### config.mk
export PLATFORM = sky130hd
export DESIGN_NAME = sci_status_ctrl
export DESIGN_NICKNAME = d
export VERILOG_FILES = /design/src/rtl/sci_status_pkg.sv /design/src/rtl/sci_tx_flags.sv /design/src/rtl/sci_idle_det.sv /design/src/rtl/sci_rx_flags.sv /design/src/rtl/sci_status_ctrl.sv
export SDC_FILE = /design/constraint.sdc
export NUM_CORES = 1
export LEC_CHECK = 0
export ABC_AREA = 1
export BUFFER_PORTS_ARGS = -buffer_cell sky130_fd_sc_hd__buf_2
export CORE_MARGIN = 4
export CORE_UTILIZATION = 49
export CTS_CLUSTER_DIAMETER = 120
export CTS_CLUSTER_SIZE = 28
export DETAILED_ROUTE_END_ITERATION = 12
export GPL_ROUTABILITY_DRIVEN = 0
export PLACE_DENSITY = 0.85
export SLEW_MARGIN = 10
export SYNTH_ARGS = -nofsm -noshare
export SYNTH_HDL_FRONTEND = slang
export SYNTH_SLANG_ARGS = --single-unit
### constraint.sdc
create_clock -name clk_i -period 1.3 [get_ports clk_i]
set_input_delay 0.26 -clock clk_i [delete_from_list [all_inputs] [get_ports clk_i]]
set_output_delay 0.26 -clock clk_i [all_outputs]
set_load 0.05 [all_outputs]
### src/rtl/sci_status_pkg.sv
package sci_status_pkg;
  localparam int unsigned STAT_W   = 8;
  localparam int unsigned B_TDRE   = 7;
  localparam int unsigned B_TC     = 6;
  localparam int unsigned B_RDRF   = 5;
  localparam int unsigned B_IDLE   = 4;
  localparam int unsigned B_OVR    = 3;
  localparam int unsigned B_NOISE  = 2;
  localparam int unsigned B_FRAME  = 1;

  // receive-side flag vector index
  localparam int unsigned RX_NFLAG = 5;
  localparam int unsigned RX_FULL  = 0;
  localparam int unsigned RX_IDLE  = 1;
  localparam int unsigned RX_OVR   = 2;
  localparam int unsigned RX_NOISE = 3;
  localparam int unsigned RX_FRAME = 4;

  typedef struct packed {
    logic empty;
    logic done;
  } tx_flags_t;
endpackage

### src/rtl/sci_tx_flags.sv
module sci_tx_flags
  import sci_status_pkg::*;
(
  input  logic      clk_i,
  input  logic      rst_ni,
  input  logic      stat_rd_i,
  input  logic      data_wr_i,
  input  logic      tx_load_i,
  input  logic      tx_busy_i,
  output tx_flags_t flags_o
);
  tx_flags_t flg_q, arm_q;

  always_ff @(posedge clk_i or negedge rst_ni) begin
    if (!rst_ni) begin
      flg_q <= '{empty: 1'b1, done: 1'b1};
      arm_q <= '0;
    end else begin
      if (tx_load_i)                      flg_q.empty <= 1'b1;
      else if (data_wr_i && arm_q.empty)  flg_q.empty <= 1'b0;
      // clear beats set so a completed sequence is not undone
      if (data_wr_i && arm_q.done)            flg_q.done <= 1'b0;
      else if (flg_q.empty && !tx_busy_i)     flg_q.done <= 1'b1;
      if (stat_rd_i)      arm_q <= flg_q;
      else if (data_wr_i) arm_q <= '0;
    end
  end

  assign flags_o = flg_q;
endmodule

### src/rtl/sci_idle_det.sv
module sci_idle_det #(
  parameter int unsigned IDLE_SHORT = 10,
  parameter int unsigned IDLE_LONG  = 11
) (
  input  logic clk_i,
  input  logic rst_ni,
  input  logic sample_i,
  input  logic line_i,
  input  logic word_len_i,
  input  logic word_seen_i,
  output logic hit_o
);
  localparam int unsigned CNT_W = $clog2(IDLE_LONG + 1);
  localparam logic [CNT_W-1:0] THR_S = CNT_W'(IDLE_SHORT);
  localparam logic [CNT_W-1:0] THR_L = CNT_W'(IDLE_LONG);

  logic [CNT_W-1:0] cnt_q, thr;
  logic             armed_q;

  assign thr   = word_len_i ? THR_L : THR_S;
  assign hit_o = sample_i && line_i && armed_q && (cnt_q == thr - CNT_W'(1));

  always_ff @(posedge clk_i or negedge rst_ni) begin
    if (!rst_ni) begin
      cnt_q   <= '0;
      armed_q <= 1'b1;
    end else begin
      if (sample_i) begin
        if (!line_i)         cnt_q <= '0;
        else if (cnt_q < thr) cnt_q <= cnt_q + CNT_W'(1);
      end
      if (word_seen_i) armed_q <= 1'b1;
      else if (hit_o)  armed_q <= 1'b0;
    end
  end
endmodule

### src/rtl/sci_rx_flags.sv
module sci_rx_flags
  import sci_status_pkg::*;
#(
  parameter int unsigned DATA_W = 8
) (
  input  logic                clk_i,
  input  logic                rst_ni,
  input  logic                stat_rd_i,
  input  logic                data_rd_i,
  input  logic                rx_done_i,
  input  logic [DATA_W-1:0]   rx_data_i,
  input  logic                rx_noise_i,
  input  logic                rx_frame_err_i,
  input  logic                idle_hit_i,
  output logic [RX_NFLAG-1:0] flags_o,
  output logic [DATA_W-1:0]   data_o
);
  logic [RX_NFLAG-1:0] flg_q, arm_q, set_v, clr_v, nxt_v;
  logic [DATA_W-1:0]   data_q;
  logic                load;

  assign load = rx_done_i && !flg_q[RX_FULL];

  always_comb begin
    set_v            = '0;
    set_v[RX_FULL]   = load;
    set_v[RX_IDLE]   = idle_hit_i;
    set_v[RX_OVR]    = rx_done_i && flg_q[RX_FULL];
    set_v[RX_NOISE]  = load && rx_noise_i;
    set_v[RX_FRAME]  = load && rx_frame_err_i;
    clr_v            = data_rd_i ? arm_q : '0;
  end

  for (genvar i = 0; i < RX_NFLAG; i++) begin : g_flag
    if (i == RX_NOISE || i == RX_FRAME) begin : g_qual
      // qualifiers follow the loaded word
      assign nxt_v[i] = load ? set_v[i] : (clr_v[i] ? 1'b0 : flg_q[i]);
    end else begin : g_evt
      assign nxt_v[i] = set_v[i] ? 1'b1 : (clr_v[i] ? 1'b0 : flg_q[i]);
    end
  end

  always_ff @(posedge clk_i or negedge rst_ni) begin
    if (!rst_ni) begin
      flg_q  <= '0;
      arm_q  <= '0;
      data_q <= '0;
    end else begin
      flg_q <= nxt_v;
      if (load) data_q <= rx_data_i;
      if (stat_rd_i)      arm_q <= flg_q;
      else if (data_rd_i) arm_q <= '0;
    end
  end

  assign flags_o = flg_q;
  assign data_o  = data_q;
endmodule

### src/rtl/sci_status_ctrl.sv
module sci_status_ctrl
  import sci_status_pkg::*;
#(
  parameter int unsigned DATA_W     = 8,
  parameter int unsigned IDLE_SHORT = 10,
  parameter int unsigned IDLE_LONG  = 11
) (
  input  logic              clk_i,
  input  logic              rst_ni,
  input  logic              tx_load_i,
  input  logic              tx_busy_i,
  input  logic              rx_done_i,
  input  logic [DATA_W-1:0] rx_data_i,
  input  logic              rx_noise_i,
  input  logic              rx_frame_err_i,
  input  logic              rx_sample_i,
  input  logic              rx_line_i,
  input  logic              word_len_i,
  input  logic              stat_rd_i,
  input  logic              data_rd_i,
  input  logic              data_wr_i,
  input  logic              tx_ie_i,
  input  logic              tc_ie_i,
  input  logic              rx_ie_i,
  input  logic              idle_ie_i,
  output logic [7:0]        status_o,
  output logic [DATA_W-1:0] rx_data_o,
  output logic              irq_o
);
  tx_flags_t           tx_f;
  logic [RX_NFLAG-1:0] rx_f;
  logic                idle_hit;

  sci_tx_flags u_tx (
    .clk_i, .rst_ni, .stat_rd_i, .data_wr_i, .tx_load_i, .tx_busy_i,
    .flags_o(tx_f)
  );

  sci_idle_det #(.IDLE_SHORT(IDLE_SHORT), .IDLE_LONG(IDLE_LONG)) u_idle (
    .clk_i, .rst_ni,
    .sample_i   (rx_sample_i),
    .line_i     (rx_line_i),
    .word_len_i (word_len_i),
    .word_seen_i(rx_done_i),
    .hit_o      (idle_hit)
  );

  sci_rx_flags #(.DATA_W(DATA_W)) u_rx (
    .clk_i, .rst_ni, .stat_rd_i, .data_rd_i, .rx_done_i, .rx_data_i,
    .rx_noise_i, .rx_frame_err_i,
    .idle_hit_i(idle_hit),
    .flags_o   (rx_f),
    .data_o    (rx_data_o)
  );

  always_comb begin
    status_o          = '0;
    status_o[B_TDRE]  = tx_f.empty;
    status_o[B_TC]    = tx_f.done;
    status_o[B_RDRF]  = rx_f[RX_FULL];
    status_o[B_IDLE]  = rx_f[RX_IDLE];
    status_o[B_OVR]   = rx_f[RX_OVR];
    status_o[B_NOISE] = rx_f[RX_NOISE];
    status_o[B_FRAME] = rx_f[RX_FRAME];
  end

  assign irq_o = (tx_f.empty && tx_ie_i) || (tx_f.done && tc_ie_i) ||
                 ((rx_f[RX_FULL] || rx_f[RX_OVR]) && rx_ie_i) ||
                 (rx_f[RX_IDLE] && idle_ie_i);
endmodule

==> results by stage <==
Setup path:
- Together, buffers and inverters on the worst path number 1.
- The kind of end point of the critical path is an output port.
- The number of cells on the worst reg-to-reg path is 8.
- The terminus of the critical flop-to-flop path is u_idle.armed_q.
- The cell family contributing the most delay on the critical path is flip-flops.
- In this run the number of cells on the critical path is 3.
- In this design, the stage delay of the slowest critical-path cell is 0.58 ns.
- By startpoint and endpoint, the worst setup path is classified as reg -> out.
- The worst register-to-register path begins at u_idle.cnt_q[0].
- STA puts the critical path data arrival time at 1.22 ns.
- At the worst endpoint, the required time is 1.04 ns.
- The startpoint kind of the worst setup timing path is a flip-flop.
- Traced cell by cell, the critical path runs through nand2_2 > nand4_1 > buf_6.
- The setup slack on the worst flop-to-flop path is 0.11 ns.
- The largest individual stage delay along the critical path comes from the cell sky130_fd_sc_hd__dfstp_2.
- Of all nets on the critical path, the largest fanout is 2.

Hold path:
- The depth of the worst hold-timing path is 2.
- The startpoint of the most critical hold path is data_wr_i.
- The path with the worst hold slack has its endpoint at u_tx.flags_o[0].
- The worst hold path class is in -> reg.

Global routing:
- Entering global routing, the biggest net connects 28 pins.
- The initial antenna violation count is 0.
- The global-route congestion overflow total is 0.
- The overall track demand over capacity in global routing is 0.170.
- The via count of the first global-routing pass is 1055.
- The first global-routing pass estimated 4460 µm of wire.

Placement:
- The half-perimeter wire length of the detailed placement result is 2120 µm.
- During placement, the flow inserted port buffers numbering 40.
- The worst setup slack before clock tree synthesis is 0.0760 ns.
- The placed standard-cell area is 1500 µm².
- The placed instance count is 217.

Drt:
- For this block, the routed nets add up to 2910 µm of wire.
- After the first detailed-routing iteration, the DRC count stood at 63.
- The number of remaining DRC errors is 0.
- The detail-routed via count per cell is 4.97.
- Before antenna repair, the detailed router went through 6 iterations.
- The detailed router placed 1138 vias in this run.
- In the final routed layout, each cell accounts on average for 12.7 µm.
- The residual antenna-violating net count after detailed routing is 0.

Clock tree:
- No sink is reached through more buffers than the 2 on the longest clock path.
- The maximum level of the CTS H-tree is 1.
- The clock transition at the registers of the reported paths is 0.15 ns.
- Clock tree synthesis selected as its root buffer the cell sky130_fd_sc_hd__clkbuf_4.
- TritonCTS built the clock tree.
- The number of clock buffers added by TritonCTS is 3.
- The number of clock sinks is 27.
- Clock latency on the worst-skew pair, taken at its later pin, is 0.33 ns.

Logic synthesis:
- Counting every instance in the synthesized netlist gives 150.
- Synthesis produced a netlist with a net count of 177.
- The average cell area after synthesis is 8.56 µm².
- The sequential-to-total area share from yosys stat is 0.529.
- The count of warnings emitted by yosys is 0.
- The synthesized design contains 27 register bits.
- Yosys mapped the design onto 27 distinct sky130hd cell types.
- The combined area of all synthesized cells is 1280 µm².

Cells and area:
- The number of non-filler instances in the completed layout is 229.
- Compared with the post-synthesis result, the final layout area differs by 29.5%.
- The cell area after layout is 1660 µm².
- Leaving out fill and tap cells, the most frequent cells in the layout are sky130_fd_sc_hd__nand2_1, sky130_fd_sc_hd__buf_2, sky130_fd_sc_hd__dfrtp_1.
- The fill cell total of the finished layout is 209.
- In the final layout, the share of cells above drive strength 1 is 0.382.
- The net total in the final layout is 227.
- Leaving out fill and tap cells, the most frequent cell in the layout is sky130_fd_sc_hd__nand2_1.
- At the end of the flow the core is filled with cells to 0.671.
- 0 antenna diodes ended up in the layout.

Job:
- The max-cap violation count is 0.

STA:
- The count of final max-slew check failures came to 0.
- The tightest slew margin relative to the limit is 0.613.
- For this run, the top clock speed supported by timing is 676 MHz.
- The worst clock skew on the final layout is 0.0157 ns.
- The final hold violation count came to 0.
- Subtracting the final worst setup slack from the clock period gives 1.48 ns.
- Setup repair after global routing could not meet its margin everywhere.
- The worst hold slack after final layout is 0.0948 ns.
- The worst setup margin is -0.180 ns.
- Of the available clock period, the critical path in the final layout requires 1.14.
- For the pin with the worst max-slew slack, the measured transition is 0.581 ns.
- After routing, the total negative slack on setup checks comes to -0.382 ns.
- Setup violations remaining at the end of the flow were counted as 4.

Power and ir drop:
- The static leakage power is 0.935 nW.
- Of the total power, combinational logic draws 0.517.
- The fraction of power consumed by sequential logic is 0.377.
- Dividing total power by cell area gives a power density of 2040 nW/µm².
- The maximum vdd ir drop is 1700 µV.
- The switching fraction of total power is 0.473.
- The analysis attributes to net switching a power of 1.60 mW.
- The internal power summed over all cells is 1.79 mW.
- Power comes to 3.39 mW.
- Of the total power, the clock network draws 0.106.

Floorplanning:
- The floorplan die height is 59.2 µm.
- The total I/O pin count is 42.
- The width of the die is 59.2 µm.
- The area of the placeable core is 2480 µm².
- The floorplan step defined a die boundary enclosing 3500 µm².
- The floorplan has 18 rows.
- The initial utilization of the core area, before any placement, comes to 0.518.

Status:
- The checks that failed: negative setup slack.
- The flow ran to the end, but the final reports show violations.
## area by class of cell
cell class / count / area, µm² / area share
clock buffer: 3 / 22.5 / 0.0135
clock inverter: 1 / 5.00 / 0.00301
inverter: 19 / 71.3 / 0.0429
multi-input combinational: 100 / 508 / 0.305
sequential: 27 / 683 / 0.411
tap: 30 / 37.5 / 0.0226
timing repair buffer: 49 / 335 / 0.202
## synth_stat cells
cell type	count	area, µm²
sky130_fd_sc_hd__inv_1	16	60.1
sky130_fd_sc_hd__nor2_1	5	18.8
sky130_fd_sc_hd__a21oi_2	2	17.5
sky130_fd_sc_hd__o21ai_0	1	5.00
sky130_fd_sc_hd__xor2_1	1	8.76
sky130_fd_sc_hd__ha_1	2	25.0
sky130_fd_sc_hd__buf_2	1	5.00
sky130_fd_sc_hd__nand2_4	2	22.5
sky130_fd_sc_hd__or2_4	1	8.76
sky130_fd_sc_hd__or2_0	1	6.26
sky130_fd_sc_hd__o22ai_2	1	12.5
sky130_fd_sc_hd__nand3_1	14	70.1
sky130_fd_sc_hd__or2_1	1	6.26
sky130_fd_sc_hd__a21oi_1	3	15.0
sky130_fd_sc_hd__nand4_1	2	12.5
sky130_fd_sc_hd__nand2_1	53	199
sky130_fd_sc_hd__nand2_2	2	12.5
sky130_fd_sc_hd__or2_2	1	6.26
sky130_fd_sc_hd__inv_2	3	11.3
sky130_fd_sc_hd__conb_1	1	3.75
sky130_fd_sc_hd__buf_4	2	15.0
sky130_fd_sc_hd__o21ai_2	4	35.0
sky130_fd_sc_hd__o21ai_1	2	10.0
sky130_fd_sc_hd__buf_6	1	11.3
sky130_fd_sc_hd__dfstp_2	3	78.8
sky130_fd_sc_hd__o22ai_1	1	6.26
sky130_fd_sc_hd__dfrtp_1	24	601
## layer usage
metal | wire length (µm) | track usage
met2 | 1460 | 0.292
met4 | 55 | 0.0680
met3 | 177 | 0.0349
met1 | 1210 | 0.207
met5 | 0 | 0
## flip-flops by register name, indices dropped and copies added, names as in the netlist
signal,flops
u_rx.data_o,8
u_rx.flags_o,5
u_idle.armed_q,1
u_idle.cnt_q,4
u_tx.flags_o,2
u_tx.arm_q,2
u_rx.arm_q,5
## power by group through the flow
| stage | clock, mW | combinational, mW | sequential, mW |
|---|---|---|---|
| 2_1_floorplan | 0 | 0.471 | 1.94 |
| 3_3_place_gp | 0 | 1.46 | 1.27 |
| 3_5_place_dp | 0 | 1.50 | 1.30 |
| 4_1_cts | 0.367 | 1.66 | 1.27 |
| 5_1_grt | 0.414 | 1.87 | 1.31 |
| 6_report | 0.360 | 1.75 | 1.28 |
## worst register-to-register path, stage by stage (launching register included)
cell	delay, ns
sky130_fd_sc_hd__dfrtp_1	0.41
sky130_fd_sc_hd__inv_1	0.08
sky130_fd_sc_hd__ha_1	0.27
sky130_fd_sc_hd__inv_1	0.05
sky130_fd_sc_hd__nand2_1	0.04
sky130_fd_sc_hd__nor2_1	0.08
sky130_fd_sc_hd__nand3_1	0.10
sky130_fd_sc_hd__nand2_1	0.07
sky130_fd_sc_hd__nand2_1	0.04
## logic make-up after synthesis
logic type	Yosys count	synth area share
flip-flops	27	0.529
other	1	0.00292
AND/OR/NAND/NOR	82	0.283
buffers and inverters	23	0.0799
XOR/XNOR	1	0.00682
AO/OA/AOI/OAI	14	0.0789
adder cells (fa/ha/maj)	2	0.0195
## worst max path at each step
stage                          startpoint        endpoint
final                     u_tx.flags_o[0]           irq_o
after global routing      u_tx.flags_o[0]           irq_o
after CTS                 u_tx.flags_o[1]           irq_o
after detailed placement  u_idle.cnt_q[0]  u_idle.armed_q
after global placement    u_tx.flags_o[0]           irq_o
after floorplan           u_tx.flags_o[0]           irq_o
## timing repair
item,CTS,global route
pin swaps,1,0
gates resized for setup,14,8
buffers inserted,5,2
hold buffers,1,0
hold endpoints to repair,24,0
setup endpoints to repair,4,10
(Power assumes the default switching activity.)
